<file path="src/rtl/tlbinv_pkg.sv">
package tlbinv_pkg;

  typedef enum logic [1:0] {
    TAG_BYPASS = 2'd0,
    TAG_SINGLE = 2'd1,
    TAG_GSTAGE = 2'd2,
    TAG_NESTED = 2'd3
  } xlat_tag_e;

  localparam int MASK_W   = 3;
  localparam int MB_GUEST = 0;
  localparam int MB_PROC  = 1;
  localparam int MB_ADDR  = 2;

  localparam int FN_W = 3;
  localparam logic [FN_W-1:0] FN_VIRT  = 3'd0;
  localparam logic [FN_W-1:0] FN_GPHYS = 3'd1;

  // control -> datapath
  typedef struct packed {
    logic load;
    logic advance;
  } strobe_t;

  // datapath -> control
  typedef struct packed {
    logic illegal;
    logic twoReq;
  } decode_t;

endpackage

</file>
<file path="src/rtl/tlbinv_datapath.sv">
module tlbinv_datapath
  import tlbinv_pkg::*;
#(
  parameter int GID_W      = 16,
  parameter int PID_W      = 20,
  parameter int PAGE_W     = 44,
  parameter int PAGE_SHIFT = 12,
  parameter int FN_LSB     = 0,
  parameter int AV_BIT     = 8,
  parameter int PV_BIT     = 9,
  parameter int GV_BIT     = 10,
  parameter int PID_LSB    = 12,
  parameter int GID_LSB    = 32
) (
  input  logic              clk,
  input  logic              rstN,
  input  strobe_t           strobes,
  input  logic [63:0]       cmdWord0,
  input  logic [63:0]       cmdWord1,
  output decode_t           decoded,
  output logic [MASK_W-1:0] reqMask,
  output logic [GID_W-1:0]  reqGuestId,
  output logic [PID_W-1:0]  reqProcId,
  output logic [PAGE_W-1:0] reqPage,
  output xlat_tag_e         reqTag
);

  localparam int ADDR_W = 66;

  logic [FN_W-1:0]   fnCode;
  logic              guestValid, procValid, addrValid;
  logic              isVirt, isGphys;
  logic [MASK_W-1:0] nextMask;
  xlat_tag_e         nextTag;
  logic [ADDR_W-1:0] fullAddr;

  assign fnCode     = cmdWord0[FN_LSB +: FN_W];
  assign guestValid = cmdWord0[GV_BIT];
  assign procValid  = cmdWord0[PV_BIT];
  assign addrValid  = cmdWord0[AV_BIT];
  assign isVirt     = (fnCode == FN_VIRT);
  assign isGphys    = (fnCode == FN_GPHYS);
  assign fullAddr   = {cmdWord1, 2'b00};

  always_comb begin
    decoded.illegal = !(isVirt || isGphys) || (isGphys && procValid);
    decoded.twoReq  = isGphys;
    nextMask        = '0;
    if (isGphys) begin
      nextMask[MB_GUEST] = guestValid;
      nextMask[MB_ADDR]  = guestValid && addrValid;
      nextTag            = TAG_GSTAGE;
    end else begin
      nextMask[MB_GUEST] = guestValid;
      nextMask[MB_PROC]  = procValid;
      nextMask[MB_ADDR]  = addrValid;
      nextTag            = guestValid ? TAG_NESTED : TAG_SINGLE;
    end
  end

  always_ff @(posedge clk) begin
    if (!rstN) begin
      reqMask    <= '0;
      reqGuestId <= '0;
      reqProcId  <= '0;
      reqPage    <= '0;
      reqTag     <= TAG_BYPASS;
    end else if (strobes.load) begin
      reqMask    <= nextMask;
      reqGuestId <= cmdWord0[GID_LSB +: GID_W];
      reqProcId  <= cmdWord0[PID_LSB +: PID_W];
      reqPage    <= fullAddr[PAGE_SHIFT +: PAGE_W];
      reqTag     <= nextTag;
    end else if (strobes.advance) begin
      reqTag     <= TAG_NESTED;
    end
  end

  // single-stage entries carry no guest comparison
  assert_single_noguest_R7: assert property (@(posedge clk) disable iff (!rstN)
    (reqTag == TAG_SINGLE) |-> !reqMask[MB_GUEST]);

  // second-stage-only requests never compare the process ID
  assert_gstage_noproc_R5: assert property (@(posedge clk) disable iff (!rstN)
    (reqTag == TAG_GSTAGE) |-> !reqMask[MB_PROC]);

endmodule

</file>
<file path="src/rtl/tlbinv_control.sv">
module tlbinv_control
  import tlbinv_pkg::*;
(
  input  logic    clk,
  input  logic    rstN,
  input  logic    cmdValid,
  output logic    cmdReady,
  input  decode_t decoded,
  output logic    reqValid,
  input  logic    reqReady,
  output strobe_t strobes,
  output logic    illegalPulse,
  output logic    donePulse
);

  typedef enum logic [1:0] {
    ST_IDLE   = 2'd0,
    ST_FIRST  = 2'd1,
    ST_SECOND = 2'd2,
    ST_FINISH = 2'd3
  } state_e;

  state_e stateQ, stateD;
  logic   badCmdQ, twoPendQ;
  logic   accept;

  assign cmdReady     = (stateQ == ST_IDLE);
  assign accept       = cmdValid && cmdReady;
  assign reqValid     = (stateQ == ST_FIRST) || (stateQ == ST_SECOND);
  assign illegalPulse = (stateQ == ST_FINISH) && badCmdQ;
  assign donePulse    = (stateQ == ST_FINISH) && !badCmdQ;

  always_comb begin
    stateD          = stateQ;
    strobes.load    = 1'b0;
    strobes.advance = 1'b0;
    unique case (stateQ)
      ST_IDLE: if (accept) begin
        strobes.load = 1'b1;
        stateD       = decoded.illegal ? ST_FINISH : ST_FIRST;
      end
      ST_FIRST: if (reqReady) begin
        if (twoPendQ) begin
          strobes.advance = 1'b1;
          stateD          = ST_SECOND;
        end else begin
          stateD = ST_FINISH;
        end
      end
      ST_SECOND: if (reqReady) stateD = ST_FINISH;
      ST_FINISH: stateD = ST_IDLE;
      default:   stateD = ST_IDLE;
    endcase
  end

  always_ff @(posedge clk) begin
    if (!rstN) begin
      stateQ   <= ST_IDLE;
      badCmdQ  <= 1'b0;
      twoPendQ <= 1'b0;
    end else begin
      stateQ <= stateD;
      if (accept) begin
        badCmdQ  <= decoded.illegal;
        twoPendQ <= decoded.twoReq;
      end
    end
  end

  assert_accept_closes_R1: assert property (@(posedge clk) disable iff (!rstN)
    (cmdValid && cmdReady) |=> !cmdReady);

  assert_hold_valid_R9: assert property (@(posedge clk) disable iff (!rstN)
    (reqValid && !reqReady) |=> reqValid);

  assert_pulse_exclusive_R10: assert property (@(posedge clk) disable iff (!rstN)
    !(illegalPulse && donePulse));

  assert_pulse_then_idle_R10: assert property (@(posedge clk) disable iff (!rstN)
    (illegalPulse || donePulse) |=> (cmdReady && !illegalPulse && !donePulse));

  assert_illegal_noreq_R3: assert property (@(posedge clk) disable iff (!rstN)
    (cmdValid && cmdReady && decoded.illegal) |=> !reqValid);

endmodule

</file>
<file path="src/rtl/tlb_inval_decoder.sv">
module tlb_inval_decoder
  import tlbinv_pkg::*;
#(
  parameter int GID_W      = 16,
  parameter int PID_W      = 20,
  parameter int PAGE_W     = 44,
  parameter int PAGE_SHIFT = 12
) (
  input  logic              clk,
  input  logic              rstN,
  input  logic              cmdValid,
  output logic              cmdReady,
  input  logic [63:0]       cmdWord0,
  input  logic [63:0]       cmdWord1,
  output logic              reqValid,
  input  logic              reqReady,
  output logic [MASK_W-1:0] reqMask,
  output logic [GID_W-1:0]  reqGuestId,
  output logic [PID_W-1:0]  reqProcId,
  output logic [PAGE_W-1:0] reqPage,
  output logic [1:0]        reqTag,
  output logic              illegalPulse,
  output logic              donePulse
);

  strobe_t   strobes;
  decode_t   decoded;
  xlat_tag_e tagInt;

  assign reqTag = tagInt;

  tlbinv_control u_ctrl (
    .clk          (clk),
    .rstN         (rstN),
    .cmdValid     (cmdValid),
    .cmdReady     (cmdReady),
    .decoded      (decoded),
    .reqValid     (reqValid),
    .reqReady     (reqReady),
    .strobes      (strobes),
    .illegalPulse (illegalPulse),
    .donePulse    (donePulse)
  );

  tlbinv_datapath #(
    .GID_W      (GID_W),
    .PID_W      (PID_W),
    .PAGE_W     (PAGE_W),
    .PAGE_SHIFT (PAGE_SHIFT)
  ) u_dp (
    .clk        (clk),
    .rstN       (rstN),
    .strobes    (strobes),
    .cmdWord0   (cmdWord0),
    .cmdWord1   (cmdWord1),
    .decoded    (decoded),
    .reqMask    (reqMask),
    .reqGuestId (reqGuestId),
    .reqProcId  (reqProcId),
    .reqPage    (reqPage),
    .reqTag     (tagInt)
  );

  assert_fields_hold_R9: assert property (@(posedge clk) disable iff (!rstN)
    (reqValid && !reqReady) |=>
      $stable({reqMask, reqGuestId, reqProcId, reqPage, reqTag}));

  assert_nested_follows_R4: assert property (@(posedge clk) disable iff (!rstN)
    (reqValid && reqReady && tagInt == TAG_GSTAGE) |=>
      (reqValid && tagInt == TAG_NESTED));

endmodule

</file>
<file path="config.mk">
export PLATFORM = sky130hd
export DESIGN_NAME = tlb_inval_decoder
export DESIGN_NICKNAME = d
export VERILOG_FILES = /design/src/rtl/tlbinv_pkg.sv /design/src/rtl/tlbinv_datapath.sv /design/src/rtl/tlbinv_control.sv /design/src/rtl/tlb_inval_decoder.sv
export SDC_FILE = /design/constraint.sdc
export NUM_CORES = 1
export LEC_CHECK = 0
export ABC_CLOCK_PERIOD_IN_PS = 3850
export CORE_MARGIN = 4
export CORE_UTILIZATION = 38
export DETAILED_ROUTE_END_ITERATION = 7
export GPL_TIMING_DRIVEN = 0
export PLACE_DENSITY_LB_ADDON = 0.1
export SLEW_MARGIN = 20
export SYNTH_ARGS = -nofsm -noshare
export SYNTH_HDL_FRONTEND = slang
export SYNTH_SLANG_ARGS = --single-unit
</file>
<file path="constraint.sdc">
create_clock -name clk -period 3.85 [get_ports clk]
set_input_delay 0.5775 -clock clk [delete_from_list [all_inputs] [get_ports clk]]
set_output_delay 0.5775 -clock clk [all_outputs]
set_load 0.02 [all_outputs]
</file>
== Word level (Yosys, flattened, before mapping) ==
Cells that the tools add are included.
Widths: inputs -> output; s select.
Word-level totals
  flip-flop bits (word level): 89
  output and inout bits: 89
  word-level logic and storage cells: 46
  input bits: 132
Cells by class
  equal/unequal tests: 7
  multiplexer cells: 17
  reduce and logical (&&, ||, !) cells: 14
Operators by type and width (number)
  $mux 2: 8
  $mux 1: 8
  $pmux 2 s4: 1
  $ne 2x2->1 const B: 3
  $logic_and 1x1->1: 5
  $eq 2x2->1 const B: 2
  $eq 3x1->1 const B: 1
  $logic_not 3->1: 1
  $logic_or 1x1->1: 3
  $reduce_and 3->1: 1
  $eq 2x1->1 const B: 1
  $logic_not 1->1: 2
  $logic_not 2->1: 1
  $reduce_bool 2->1: 1

== Depth between registers and ports, before layout ==
  word-level depth: 7
  mapped depth: 8
  mapped depth without buffers: 5

== Hierarchy ==
Synthesis repeated with hierarchy kept, for this count alone.
Unflattened totals
  cells, all modules: 316
  area total of the unflattened synthesis: 3535.9 µm²
Modules (own cells, without submodules)
  tlbinv_datapath: area each 3233.1 µm², seq. area each 1701.6 µm², times used 1, cells each 281
  tlbinv_control: area each 302.8 µm², seq. area each 80.1 µm², times used 1, cells each 35

== Least setup slack after synthesis ==
Ideal clock, no wire load.
  kind: reg2reg
  start: reg u_ctrl.stateQ[0]
  end: reg u_dp.reqProcId[10]
  data arrival time: 1.321 ns
  data required time: 3.718 ns
  clock period less this slack: 1.454 ns
  setup time: 0.132 ns
  path buffers: 3
  cell stages (with the launch flop): 9
  path slack: 2.396 ns
  cell sequence: dfxtp_1 inv_1 ha_1 and2_1 buf_2 buf_6 buf_4 nand2_1 a21oi_1
On the way
  word-level cells in the longest chain between the ends: 4
RTL lines
  start: declaration: line tlbinv_control.sv:23  | state_e stateQ, stateD;
  start signal: assignment: line tlbinv_control.sv:62  | stateQ <= stateD;
  $logic_not 2->1 (*): line tlbinv_control.sv:27, tlbinv_control.sv:37
  $logic_and 1x1->1: line tlbinv_control.sv:28  | assign accept = cmdValid && cmdReady;
  $mux 1: line tlbinv_control.sv:38  | ST_IDLE: if (accept) begin
  $mux 1 (*): line tlbinv_control.sv:37  | unique case (stateQ)
  end signal: assignment: line tlbinv_datapath.sv:71  | reqProcId <= cmdWord0[PID_LSB +: PID_W];
  end: declaration: line tlbinv_datapath.sv:23  | output logic [PID_W-1:0] reqProcId,
Mark *: on every way between the ends. The rest lies on a longest branch, timed or not.
A chain may end at the register's enable or synchronous reset.

== Worst setup path after layout ==
  start: reg u_ctrl.stateQ[0]
  end: out reqValid
On the way
  word-level cells in the longest chain between the ends: 2
  elaborated cells between the ends (all ways): 3
  classes of those cells: eq/ne: 2; reduce/logical: 1
RTL lines
  $eq 2x1->1 or $eq 2x2->1 (tied branches): line tlbinv_control.sv:29  | assign reqValid = (stateQ == ST_FIRST) || (stateQ == ST_SECOND);
  $logic_or 1x1->1 (*): line tlbinv_control.sv:29
  end: declaration: line tlb_inval_decoder.sv:15  | output logic reqValid,
Marks and branches as above.

==> key figures <==
Outcome
  – Status: completed

STA
  – # setup viols final: 0
  – RSZ-0062 raised after global routing: false
  – Fmax: 419.0 MHz
  – Tmin final: 2.386 ns
  – Final Hold Viols: 0
  – Max Transition Viols Final: 0
  – Post-Route Setup TNS: 0 ns
  – Period Utilization, post-route: 61.99%
  – Rel. slew slack: 67.33%
  – Post-Route Skew: 0.008601 ns
  – Slew at the pin closest to its max-slew limit: 0.4900 ns

Clock tree
  – H-tree depth: 3
  – Num CTS Buffers: 9
  – Clk Latency, worst-skew pair: 0.35 ns
  – CTS tree: yes
  – Hold buffers post-CTS: 0
  – Sink Count: 89
  – Post-CTS Setup Bufs: 0
  – Root buf cell: clkbuf_8
  – CTS max path bufs: 2
  – Cts repair resizes: 0
  – Clock transition at path regs: 0.08 ns

Final layout
  – Core Util, Final: 64.62%
  – Fill cells: 743
  – NumNets Final: 733
  – Diodes inserted: 0
  – Area of the multi-input gates: 1304 sq um
  – Share of layout cells above drive strength 1: 5.500%
  – Seq. cell area: 1782 sq um
  – Area growth syn-to-layout: 64.54%

Placed design
  – HPWL after DPL: 7.400 mm
  – Port Buffer Count: 178
  – Final GP Congestion: 0.7594

Routing
  – Via count: 3,289
  – Iter 0 DRT Violations: 62
  – DRT met1 WL: 4.161 mm
  – Met3 WL: 791 um
  – DR vias/cell: 4.665
  – # DRC: 0
  – 1st-pass router iterations: 4
  – Met2 WL: 4.559 mm
  – WL/cell: 13.63 um
  – Final Routed Wirelength: 9.611 mm
  – Top Metal Used: met4
  – Post-route ant nets: 0

Floorplanning
  – Height of the die: 100.4 um
  – Die span in x: 100.4 um
  – Core footprint: 8258 sq um
  – Full die area: 10,080 sq um
  – Starting Density: 39.27%
  – Rows: 33
  – I/O pin count: 221

Logic synthesis
  – Syn_nets: 544
  – Synth warn: 0
  – Synth unique cells: 25
  – Mapped Cells: 406
  – Netlist Area Pre-Place: 3243 sq um
  – Seq/Total Area, Yosys: 54.94%
  – FF+latch count, synth: 89
  – Syn_area_per_cell: 7.988 sq um

Worst hold path
  – Hold Path Class: register to register

Flow run
  – Number of max-cap violations: 0

Global routing
  – Remaining Overflow, GRT: 0
  – Global-route wire length before repair: 15.18 mm
  – Gr usage total: 18.82%
  – Number of global-route vias before repair: 3,215
  – Largest net degree at the start of global routing: 16
  – Number of antenna violations at the first check in global routing: 0

Critical path
  – Worst-path cell chain: inv_1, ha_1, clkdlybuf4s50_1
  – Arr. time, crit path: 1.81 ns
  – CP Capture Type: output port
  – Slowest-stage cell, CP: clkdlybuf4s50_1
  – Setup CP Type: register to output port
  – Worst Path Required: 3.27 ns
  – Crit Path Max Fanout: 5
  – CP max stage delay: 0.62 ns
  – Startpoint Class: register

Pwr
  – Peak supply drop: 313.2 uV
  – Leak: 1.973 nW
  – Total power per unit cell area: 575.0 nW/um^2
## registers in the layout, summed over array words and instances (netlist names)
signal,cells
u_dp.reqGuestId,16
u_ctrl.twoPendQ,1
u_ctrl.badCmdQ,1
u_ctrl.stateQ,2
u_dp.reqProcId,20
u_dp.reqMask,3
u_dp.reqPage,44
u_dp.reqTag,2
## power by group
part           internal (mW)  total [mW]  switching (mW)
logic                  0.586        1.30           0.714
registers               1.09        1.18          0.0882
clock network          0.254       0.588           0.335
total                   1.93        3.07            1.14
## cell usage in the layout, fill, tap and decap left out
master           instances
nor2_1                   5
inv_6                    1
a221oi_1                 1
and2_1                   3
nand3_1                  1
clkinvlp_4               2
or3b_2                   1
clkinv_4                 1
nand2b_1                 1
buf_6                    1
buf_2                    9
a21oi_1                 85
ha_1                     6
a32o_1                   1
nor2b_1                  1
a211oi_1                 6
nor3b_1                  1
nor3_1                   1
clkinv_2                 2
o21bai_1                 1
clkbuf_1                12
dfxtp_1                 89
buf_4                    5
o211ai_1                 2
inv_2                    1
clkbuf_8                10
clkdlybuf4s50_1        178
inv_1                    3
buf_1                    1
a41o_1                   1
nand2_1                168
## cell families after synthesis
group,Yosys count,synth area share [%]
buf+inv,32,4.861
fa+ha+maj,6,2.315
simple gates,182,21.80
flops,89,54.94
compound gates,97,16.09
## worst max-delay path, delay by kind of cell, from the launching register on
kind	cells	cell delay [ns]
adders and majority gates	1	0.32
buffers and inverters	2	0.74
DFF	1	0.40
## final cells by class
| cell class | count | area share [%] |
|---|---|---|
| repair buffers | 178 | 33.39 |
| well taps | 105 | 2.462 |
| flip-flops and latches | 89 | 33.39 |
| clock buffers | 10 | 2.579 |
| plain buffers | 28 | 2.673 |
| inverters | 4 | 0.2814 |
| clock inverters | 6 | 0.7972 |
| multi-input cells | 285 | 24.43 |
## synthesized netlist by cell type, drive strengths merged
master / number / area [sq um]
o21bai: 1 / 7.510
and2: 3 / 18.77
nor2: 5 / 18.77
inv: 4 / 15.01
ha: 6 / 75.07
a41o: 1 / 10.01
a32o: 1 / 10.01
nor3: 1 / 5.000
nor3b: 1 / 7.510
a221oi: 1 / 8.760
nand2: 168 / 630.6
nor2b: 1 / 6.260
nand3: 1 / 5.000
a211oi: 6 / 45.04
a21oi: 85 / 425.4
or3b: 1 / 8.760
o211ai: 2 / 15.01
buf: 16 / 97.59
clkbuf: 12 / 45.04
dfxtp: 89 / 1782
nand2b: 1 / 6.260
## path summary, 6_finish.rpt
| path | depth (start not counted) | to | slack (ns) | startpoint |
|---|---|---|---|---|
| setup / recovery | 3 | reqValid | 1.46 | u_ctrl.stateQ[0]$_SDFFE_PN0P_ |
| hold / removal | 2 | u_dp.reqPage[12]$_SDFFE_PN0P_ | 0.46 | u_dp.reqPage[12]$_SDFFE_PN0P_ |
| setup reg to reg | 7 | u_dp.reqProcId[14]$_SDFFE_PN0P_ | 2.05 | u_ctrl.stateQ[0]$_SDFFE_PN0P_ |
| hold reg to reg | 2 | u_dp.reqPage[12]$_SDFFE_PN0P_ | 0.46 | u_dp.reqPage[12]$_SDFFE_PN0P_ |
## routing by layer
layer / up-vias / track usage, %
met5: - / 0
met4: 0 / 6.632
met3: 8 / 5.976
met2: 103 / 32.21
met1: 1485 / 22.13
li1: 1693 / -
## stage by stage
step                      area, sq um  power, mW  setup WS (ns)  std cells  hold WS (ns)
after detailed placement         5156      2.518          1.705        689        0.4455
after CTS                        5336      3.106          1.446        705        0.4580
final                            5336      3.069          1.464        705        0.4564
after global routing             5336      3.262          1.363        705        0.4749
after global placement           5156      2.494          1.780        689        0.4413
after floorplan                  3243      1.922          2.396        406        0.4496
Power figures use the tool's default switching activity.
